===== config.mk =====
export PLATFORM = sky130hd
export DESIGN_NAME = bank_pc_seq
export DESIGN_NICKNAME = d
export VERILOG_FILES = /design/src/rtl/bank_pc_pkg.sv /design/src/rtl/pc_op_decode.sv /design/src/rtl/pc_bank_latch.sv /design/src/rtl/pc_ret_stack.sv /design/src/rtl/pc_next_sel.sv /design/src/rtl/bank_pc_seq.sv
export SDC_FILE = /design/constraint.sdc
export NUM_CORES = 1
export LEC_CHECK = 0
export BUFFER_PORTS_ARGS = -buffer_cell sky130_fd_sc_hd__buf_4
export CELL_PAD_IN_SITES_DETAIL_PLACEMENT = 1
export CELL_PAD_IN_SITES_GLOBAL_PLACEMENT = 2
export CORE_MARGIN = 5
export CORE_UTILIZATION = 45
export DETAILED_ROUTE_END_ITERATION = 8
export PLACE_DENSITY = 0.83
export REMOVE_ABC_BUFFERS = 1
export SLEW_MARGIN = 20
export SYNTH_ARGS = -nofsm -noshare
export SYNTH_HDL_FRONTEND = slang
export SYNTH_HIERARCHICAL = 1
export SYNTH_SLANG_ARGS = --single-unit

===== constraint.sdc =====
create_clock -name clk -period 8 [get_ports clk]
set_input_delay 0.8 -clock clk [delete_from_list [all_inputs] [get_ports clk]]
set_output_delay 0.8 -clock clk [all_outputs]
set_load 0.005 [all_outputs]

===== src/rtl/bank_pc_pkg.sv =====
// Shared definitions for the two-bank program counter.
// Assumes a program space of two equal halves selected by the top PC bit.
package bank_pc_pkg;
    localparam int PC_WIDTH    = 12;
    localparam int STACK_SLOTS = 8;

    // One operation acts per cycle; the decoder picks it by priority.
    typedef enum logic [2:0] {
        OP_IDLE,
        OP_STEP,
        OP_JUMP,
        OP_CALL,
        OP_RET,
        OP_RETR,
        OP_IRQ
    } pc_op_e;
endpackage


===== src/rtl/pc_op_decode.sv =====
// Picks the single operation that acts this cycle from the raw pulses.
// Assumes pulses are one cycle wide. An interrupt is accepted only outside a handler.
module pc_op_decode
    import bank_pc_pkg::*;
(
    input  logic   step_i,
    input  logic   jump_i,
    input  logic   call_i,
    input  logic   ret_i,
    input  logic   retr_i,
    input  logic   irq_i,
    input  logic   in_isr_i,
    output pc_op_e op_o
);
    // Fixed priority chain: interrupt, call, jump, retr, ret, step.
    always_comb begin
        if (irq_i && !in_isr_i) op_o = OP_IRQ;
        else if (call_i)        op_o = OP_CALL;
        else if (jump_i)        op_o = OP_JUMP;
        else if (retr_i)        op_o = OP_RETR;
        else if (ret_i)         op_o = OP_RET;
        else if (step_i)        op_o = OP_STEP;
        else                    op_o = OP_IDLE;
    end
endmodule


===== src/rtl/pc_bank_latch.sv =====
// Deferred half-select flag. It is read only when a jump or call loads the PC.
// Assumes set wins over clear when both pulse together.
module pc_bank_latch (
    input  logic clk,
    input  logic rst_n,
    input  logic set_i,
    input  logic clr_i,
    output logic bank_o
);
    // Holds the selected half until the next select pulse or reset.
    always_ff @(posedge clk) begin
        if (!rst_n)     bank_o <= 1'b0;
        else if (set_i) bank_o <= 1'b1;
        else if (clr_i) bank_o <= 1'b0;
    end

    p_bank_set_r3: assert property (@(posedge clk) disable iff (!rst_n)
        set_i |=> bank_o);
    p_bank_clr_r3: assert property (@(posedge clk) disable iff (!rst_n)
        (clr_i && !set_i) |=> !bank_o);
    p_bank_hold_r3: assert property (@(posedge clk) disable iff (!rst_n)
        (!clr_i && !set_i) |=> $stable(bank_o));
endmodule


===== src/rtl/pc_ret_stack.sv =====
// Circular return-address stack. A push writes the slot at the pointer and
// advances it. A pop steps the pointer back. The top slot is always visible.
// Assumes push and pop never pulse together. On overflow the oldest slot is overwritten.
module pc_ret_stack #(
    parameter int WIDTH = 12,
    parameter int SLOTS = 8
) (
    input  logic             clk,
    input  logic             rst_n,
    input  logic             push_i,
    input  logic             pop_i,
    input  logic [WIDTH-1:0] push_data_i,
    output logic [WIDTH-1:0] top_o
);
    localparam int PTR_W = (SLOTS > 1) ? $clog2(SLOTS) : 1;
    localparam logic [PTR_W-1:0] LAST = PTR_W'(SLOTS - 1);

    logic [WIDTH-1:0] slot_q [SLOTS];
    logic [PTR_W-1:0] ptr_q;
    logic [PTR_W-1:0] ptr_inc;
    logic [PTR_W-1:0] ptr_dec;

    // Neighbouring pointer values with wrap at the slot count.
    always_comb begin
        ptr_inc = (ptr_q == LAST) ? '0 : ptr_q + 1'b1;
        ptr_dec = (ptr_q == '0) ? LAST : ptr_q - 1'b1;
    end

    // Most recently written slot.
    assign top_o = slot_q[ptr_dec];

    // Pointer movement.
    always_ff @(posedge clk) begin
        if (!rst_n)      ptr_q <= '0;
        else if (push_i) ptr_q <= ptr_inc;
        else if (pop_i)  ptr_q <= ptr_dec;
    end

    // Slot storage, cleared on reset so restores are always defined.
    generate
        for (genvar s = 0; s < SLOTS; s++) begin : g_slot
            always_ff @(posedge clk) begin
                if (!rst_n)
                    slot_q[s] <= '0;
                else if (push_i && ptr_q == PTR_W'(s))
                    slot_q[s] <= push_data_i;
            end
        end
    endgenerate

    p_push_on_top_r10: assert property (@(posedge clk) disable iff (!rst_n)
        push_i |=> top_o == $past(push_data_i));
    p_no_push_pop_r11: assert property (@(posedge clk) disable iff (!rst_n)
        !(push_i && pop_i));
endmodule


===== src/rtl/pc_next_sel.sv =====
// Next-state logic for the PC, the handler flag and the stack controls.
// Assumes the PC is split into a top half bit and a low offset. Counting
// touches only the offset.
module pc_next_sel
    import bank_pc_pkg::*;
#(
    parameter int PC_W  = 12,
    parameter int VEC_A = 3,
    parameter int VEC_B = 7
) (
    input  pc_op_e          op_i,
    input  logic [PC_W-1:0] pc_i,
    input  logic            bank_i,
    input  logic            in_isr_i,
    input  logic [PC_W-2:0] target_i,
    input  logic            vec_sel_i,
    input  logic [PC_W-1:0] popped_i,
    output logic [PC_W-1:0] pc_next_o,
    output logic            isr_next_o,
    output logic            push_o,
    output logic            pop_o,
    output logic [PC_W-1:0] push_data_o
);
    localparam int OFS_W = PC_W - 1;

    logic [OFS_W-1:0] ofs_inc;
    logic             load_hi;

    // Offset plus one, wrapping inside the half; load bit is zero in a handler.
    always_comb begin
        ofs_inc = pc_i[OFS_W-1:0] + 1'b1;
        load_hi = bank_i & ~in_isr_i;
    end

    // Select next PC and stack action for the chosen operation.
    always_comb begin
        pc_next_o   = pc_i;
        isr_next_o  = in_isr_i;
        push_o      = 1'b0;
        pop_o       = 1'b0;
        push_data_o = pc_i;
        unique case (op_i)
            OP_STEP: pc_next_o = {pc_i[PC_W-1], ofs_inc};
            OP_JUMP: pc_next_o = {load_hi, target_i};
            OP_CALL: begin
                pc_next_o   = {load_hi, target_i};
                push_o      = 1'b1;
                push_data_o = {pc_i[PC_W-1], ofs_inc};
            end
            OP_RET: begin
                pop_o     = 1'b1;
                pc_next_o = in_isr_i ? {1'b0, popped_i[OFS_W-1:0]} : popped_i;
            end
            OP_RETR: begin
                pop_o      = 1'b1;
                pc_next_o  = popped_i;
                isr_next_o = 1'b0;
            end
            OP_IRQ: begin
                push_o      = 1'b1;
                push_data_o = pc_i;
                pc_next_o   = vec_sel_i ? PC_W'(VEC_B) : PC_W'(VEC_A);
                isr_next_o  = 1'b1;
            end
            default: ;
        endcase
    end
endmodule


===== src/rtl/bank_pc_seq.sv =====
// Two-bank program counter: registered PC and handler flag, fed by the
// decoder, the half-select flag, the return stack and the next-state logic.
// Assumes all control inputs are single-cycle pulses from an instruction decoder.
module bank_pc_seq
    import bank_pc_pkg::*;
#(
    parameter int PC_W  = bank_pc_pkg::PC_WIDTH,
    parameter int SLOTS = bank_pc_pkg::STACK_SLOTS,
    parameter int VEC_A = 3,
    parameter int VEC_B = 7
) (
    input  logic            clk,
    input  logic            rst_n,
    input  logic            inc,
    input  logic            jmp,
    input  logic            call,
    input  logic            ret,
    input  logic            retr,
    input  logic            bank0_sel,
    input  logic            bank1_sel,
    input  logic            irq,
    input  logic            irq_vec_sel,
    input  logic [PC_W-2:0] target,
    output logic [PC_W-1:0] pc,
    output logic            isr_active
);
    localparam int OFS_W = PC_W - 1;

    pc_op_e          op;
    logic            bank;
    logic [PC_W-1:0] pc_next;
    logic            isr_next;
    logic            push;
    logic            pop;
    logic [PC_W-1:0] push_data;
    logic [PC_W-1:0] popped;

    pc_op_decode u_dec (
        .step_i   (inc),
        .jump_i   (jmp),
        .call_i   (call),
        .ret_i    (ret),
        .retr_i   (retr),
        .irq_i    (irq),
        .in_isr_i (isr_active),
        .op_o     (op)
    );

    pc_bank_latch u_bank (
        .clk    (clk),
        .rst_n  (rst_n),
        .set_i  (bank1_sel),
        .clr_i  (bank0_sel),
        .bank_o (bank)
    );

    pc_ret_stack #(.WIDTH(PC_W), .SLOTS(SLOTS)) u_stack (
        .clk         (clk),
        .rst_n       (rst_n),
        .push_i      (push),
        .pop_i       (pop),
        .push_data_i (push_data),
        .top_o       (popped)
    );

    pc_next_sel #(.PC_W(PC_W), .VEC_A(VEC_A), .VEC_B(VEC_B)) u_next (
        .op_i        (op),
        .pc_i        (pc),
        .bank_i      (bank),
        .in_isr_i    (isr_active),
        .target_i    (target),
        .vec_sel_i   (irq_vec_sel),
        .popped_i    (popped),
        .pc_next_o   (pc_next),
        .isr_next_o  (isr_next),
        .push_o      (push),
        .pop_o       (pop),
        .push_data_o (push_data)
    );

    // Architectural PC and handler flag.
    always_ff @(posedge clk) begin
        if (!rst_n) begin
            pc         <= '0;
            isr_active <= 1'b0;
        end else begin
            pc         <= pc_next;
            isr_active <= isr_next;
        end
    end

    p_reset_clear_r1: assert property (@(posedge clk)
        !rst_n |=> (pc == '0 && !isr_active));
    p_step_in_half_r2: assert property (@(posedge clk) disable iff (!rst_n)
        (op == OP_STEP) |=> (pc[PC_W-1] == $past(pc[PC_W-1]) &&
                             pc[OFS_W-1:0] == $past(pc[OFS_W-1:0]) + 1'b1));
    p_select_keeps_pc_r3: assert property (@(posedge clk) disable iff (!rst_n)
        ((bank0_sel || bank1_sel) && op == OP_IDLE) |=> $stable(pc));
    p_jump_loads_r4: assert property (@(posedge clk) disable iff (!rst_n)
        (op == OP_JUMP && !isr_active) |=> pc == {$past(bank), $past(target)});
    p_vector_entry_r6: assert property (@(posedge clk) disable iff (!rst_n)
        (op == OP_IRQ) |=> (isr_active && pc[PC_W-1:3] == '0 && pc[1:0] == 2'b11));
    p_handler_low_half_r7: assert property (@(posedge clk) disable iff (!rst_n)
        isr_active |-> !pc[PC_W-1]);
    p_retr_leaves_r8: assert property (@(posedge clk) disable iff (!rst_n)
        (op == OP_RETR) |=> !isr_active);
    p_nested_ignored_r9: assert property (@(posedge clk) disable iff (!rst_n)
        (isr_active && irq && !call && !jmp && !retr && !ret && !inc) |=> $stable(pc));
endmodule


==> out/metrics.csv <==
metric,value,unit
status,completed,
post_cts_resized,0,
ant_nets,0,
intPower,0.00134,W
ys_ff_latch,113,
clkPwrFrac,38.2,%
reg2regPathDepth,12,
first_global_vias,4979,
synthTopCellsByArea,"edfxtp_1 (45%), and2_1 (9.9%), dfxtp_1 (5.3%)",
max_stage_delay,0.51,ns
fin_nets,619,
die-area,16700,sq um
fin_crit_sh,47.9,%
antennaDiodeCount,0,
die_w,129,microns
totalWireLength,17.4,mm
power_density,270,nW/um^2
tightestPinTransition,0.958,ns
cp_top_family,simple AND/OR/NAND/NOR gates,
drive_gt1_share,20.0,%
drcViolationCount,0,
sw_frac_of_total,30.9,%
io_pins,35,
grt_pass1_wl,27.1,mm
clock_tree.root_cell,clkbuf_16,
holdBufCountCts,0,
die_y,129,microns
cts.reportedPaths.clkPinSlew,0.05,ns
period_needed,3.84,ns
cp.arrival,4.14,ns
drtIter0Drc,262,
cts_tree,built,
cp-start-kind,register,
max_freq,261,MHz
place.gp.congestion,0.819,
num_rows,43,
start_util,46.0,%
cts_buffers,17,
critPathMaxFanout,52,
finalSetupTns,0,ns
endpoint_kind,register,
wire_per_inst,22.3,microns
maxCapViolCount,0,
grt_max_degree,53,
cts_setup_buffers,0,
path_common_cell,o221ai_1,
slew_headroom,35.9,%
busiest_layer,met2,
met2_usage,38.5,%
port_buffers,34,
clock_latency,0.42,ns
crit_type,register to register,
final_hold_viol_count,0,
synth_area,6410,sq um
cts_buffer_depth,2,
synth_most_common_cell,and2_1,
required,8.31,ns
pwr-share-comb,24.5,%
fin_area,7200,sq um
p_sw,0.000601,W
num-fill-cells,1494,
setup_violations,0,
cts_sinks,113,
firstDrtPassIters,4,
p_leak,2.67,nW
holdPathStages,2,
synth-async-reset-ratio,0,%
grt-ovfl-total,0,
coreArea,13900,sq um
syn_avg_cell_area,11.0,sq um
grt_antenna_before_repair,0,
hpwl,11.7,mm
vias,4714,
area_growth,12.3,%
yosys_warnings,6,
max-vdd-ir-drop,141,uV
cp.depth,12,
vias_per_cell,6.04,
synthTopCellsByCount,"and2_1 (101), edfxtp_1 (96), nand2_1 (28)",
met1_usage,26.4,%
seqPwrFrac,37.3,%
syn_inst,581,
skew,0.00905,ns
synth_area_leader_cell,edfxtp_1,
yosysUniqueCellTypes,59,
met3_usage,3.67,%
slew_violations,0,
rsz0062_at_grt,false,
synth_edf_count,96,
cp_slowest_cell,buf_4,
htree_levels,4,
place_area,6620,sq um
grt_use_total,21.6,%
min_path_type,input port to register,
yosysTopAreaCellShare,45.0,%
synth-seq-area-share,50.3,%
cp_cell_sequence,buf_4 -> inv_2 -> ha_1 -> nand2b_2 -> nand2_4 -> o221ai_1 -> a32oi_1 -> and2b_2 -> o221ai_1 -> a211oi_1 -> nor3_1 -> and2_2,
critical_path_buf_inv_count,2,
synth_flop_cell,edfxtp_1,
==> layout by cell type (no fill, tap or decap), types with 16 or more instances in the layout <==
cell and count:
nor2_1 22, o211ai_1 25, buf_4 36, or3_1 26, o221ai_1 27, edfxtp_1 96, nand2_1 28, mux2_2 25
clkbuf_16 17, and2_1 101, dfxtp_1 16
==> area by class of cell <==
| cell class | instances | area, sq um | share of cell area [%] |
|---|---|---|---|
| flip-flops and latches | 113 | 3220 | 44.8 |
| repair buffers | 36 | 270 | 3.76 |
| clock inverters | 12 | 143 | 1.98 |
| clock buffers | 19 | 433 | 6.02 |
| inverters | 12 | 45.0 | 0.626 |
| well taps | 180 | 225 | 3.13 |
| multi-input cells | 409 | 2860 | 39.7 |
==> cells by family after synthesis <==
family                     after synthesis  share of synthesized area, %
buffers and inverters                   59                          5.45
DFF                                    113                          50.3
muxes                                   25                          4.39
xor gates and xnor gates                12                          1.64
adders and majority gates                8                          1.56
and+or+nand+nor                        245                          22.5
AOI/OAI and AO/OA                      119                          14.2
==> metal layers <==
layer / up-vias / part of all wire (%)
li1: 2178 / -
met1: 2430 / 42
met2: 89 / 53
met3: 17 / 3.6
met4: 0 / 1.5
met5: - / 0
==> registers in the layout (all words and copies together) (netlist names) <==
name / flops
u_bank/bank_o: 1
isr_active: 1
u_stack/ptr_q: 3
u_stack/slot_q: 96
pc: 12
==> per-stage QoR <==
| stage | hold slack (ns) | total power, W | setup slack [ns] | cells | utilization (%) |
|---|---|---|---|---|---|
| 5_1_grt | 0.608 | 0.00203 | 3.85 | 781 | 51.6 |
| 2_1_floorplan | 0.547 | 0.00104 | 3.92 | 534 | - |
| 3_5_place_dp | 0.594 | 0.00121 | 3.80 | 750 | 47.5 |
| 4_1_cts | 0.589 | 0.00196 | 3.74 | 781 | 51.6 |
| 6_report | 0.603 | 0.00195 | 4.16 | 781 | 51.6 |
| 3_3_place_gp | 0.568 | 0.00119 | 4.05 | 750 | 47.5 |
==> final timing paths <==
check                                 startpoint            end  slack (ns)
worst max-delay path            u_stack/ptr_q[0]          pc[4]        4.16
worst min-delay path                   bank1_sel  u_bank/bank_o        0.60
worst max register to register  u_stack/ptr_q[0]          pc[4]        4.16
worst min register to register     u_bank/bank_o  u_bank/bank_o        0.61
==> power by group through the flow <==
stage          Sequential (W)  Combinational, W  Clock [W]
6_report             0.000726          0.000477   0.000742
5_1_grt              0.000731          0.000520   0.000781
4_1_cts              0.000726          0.000476   0.000754
3_5_place_dp         0.000737          0.000473          0
3_3_place_gp         0.000734          0.000455          0
2_1_floorplan        0.000737          0.000302          0
(Power assumes the default switching activity.)
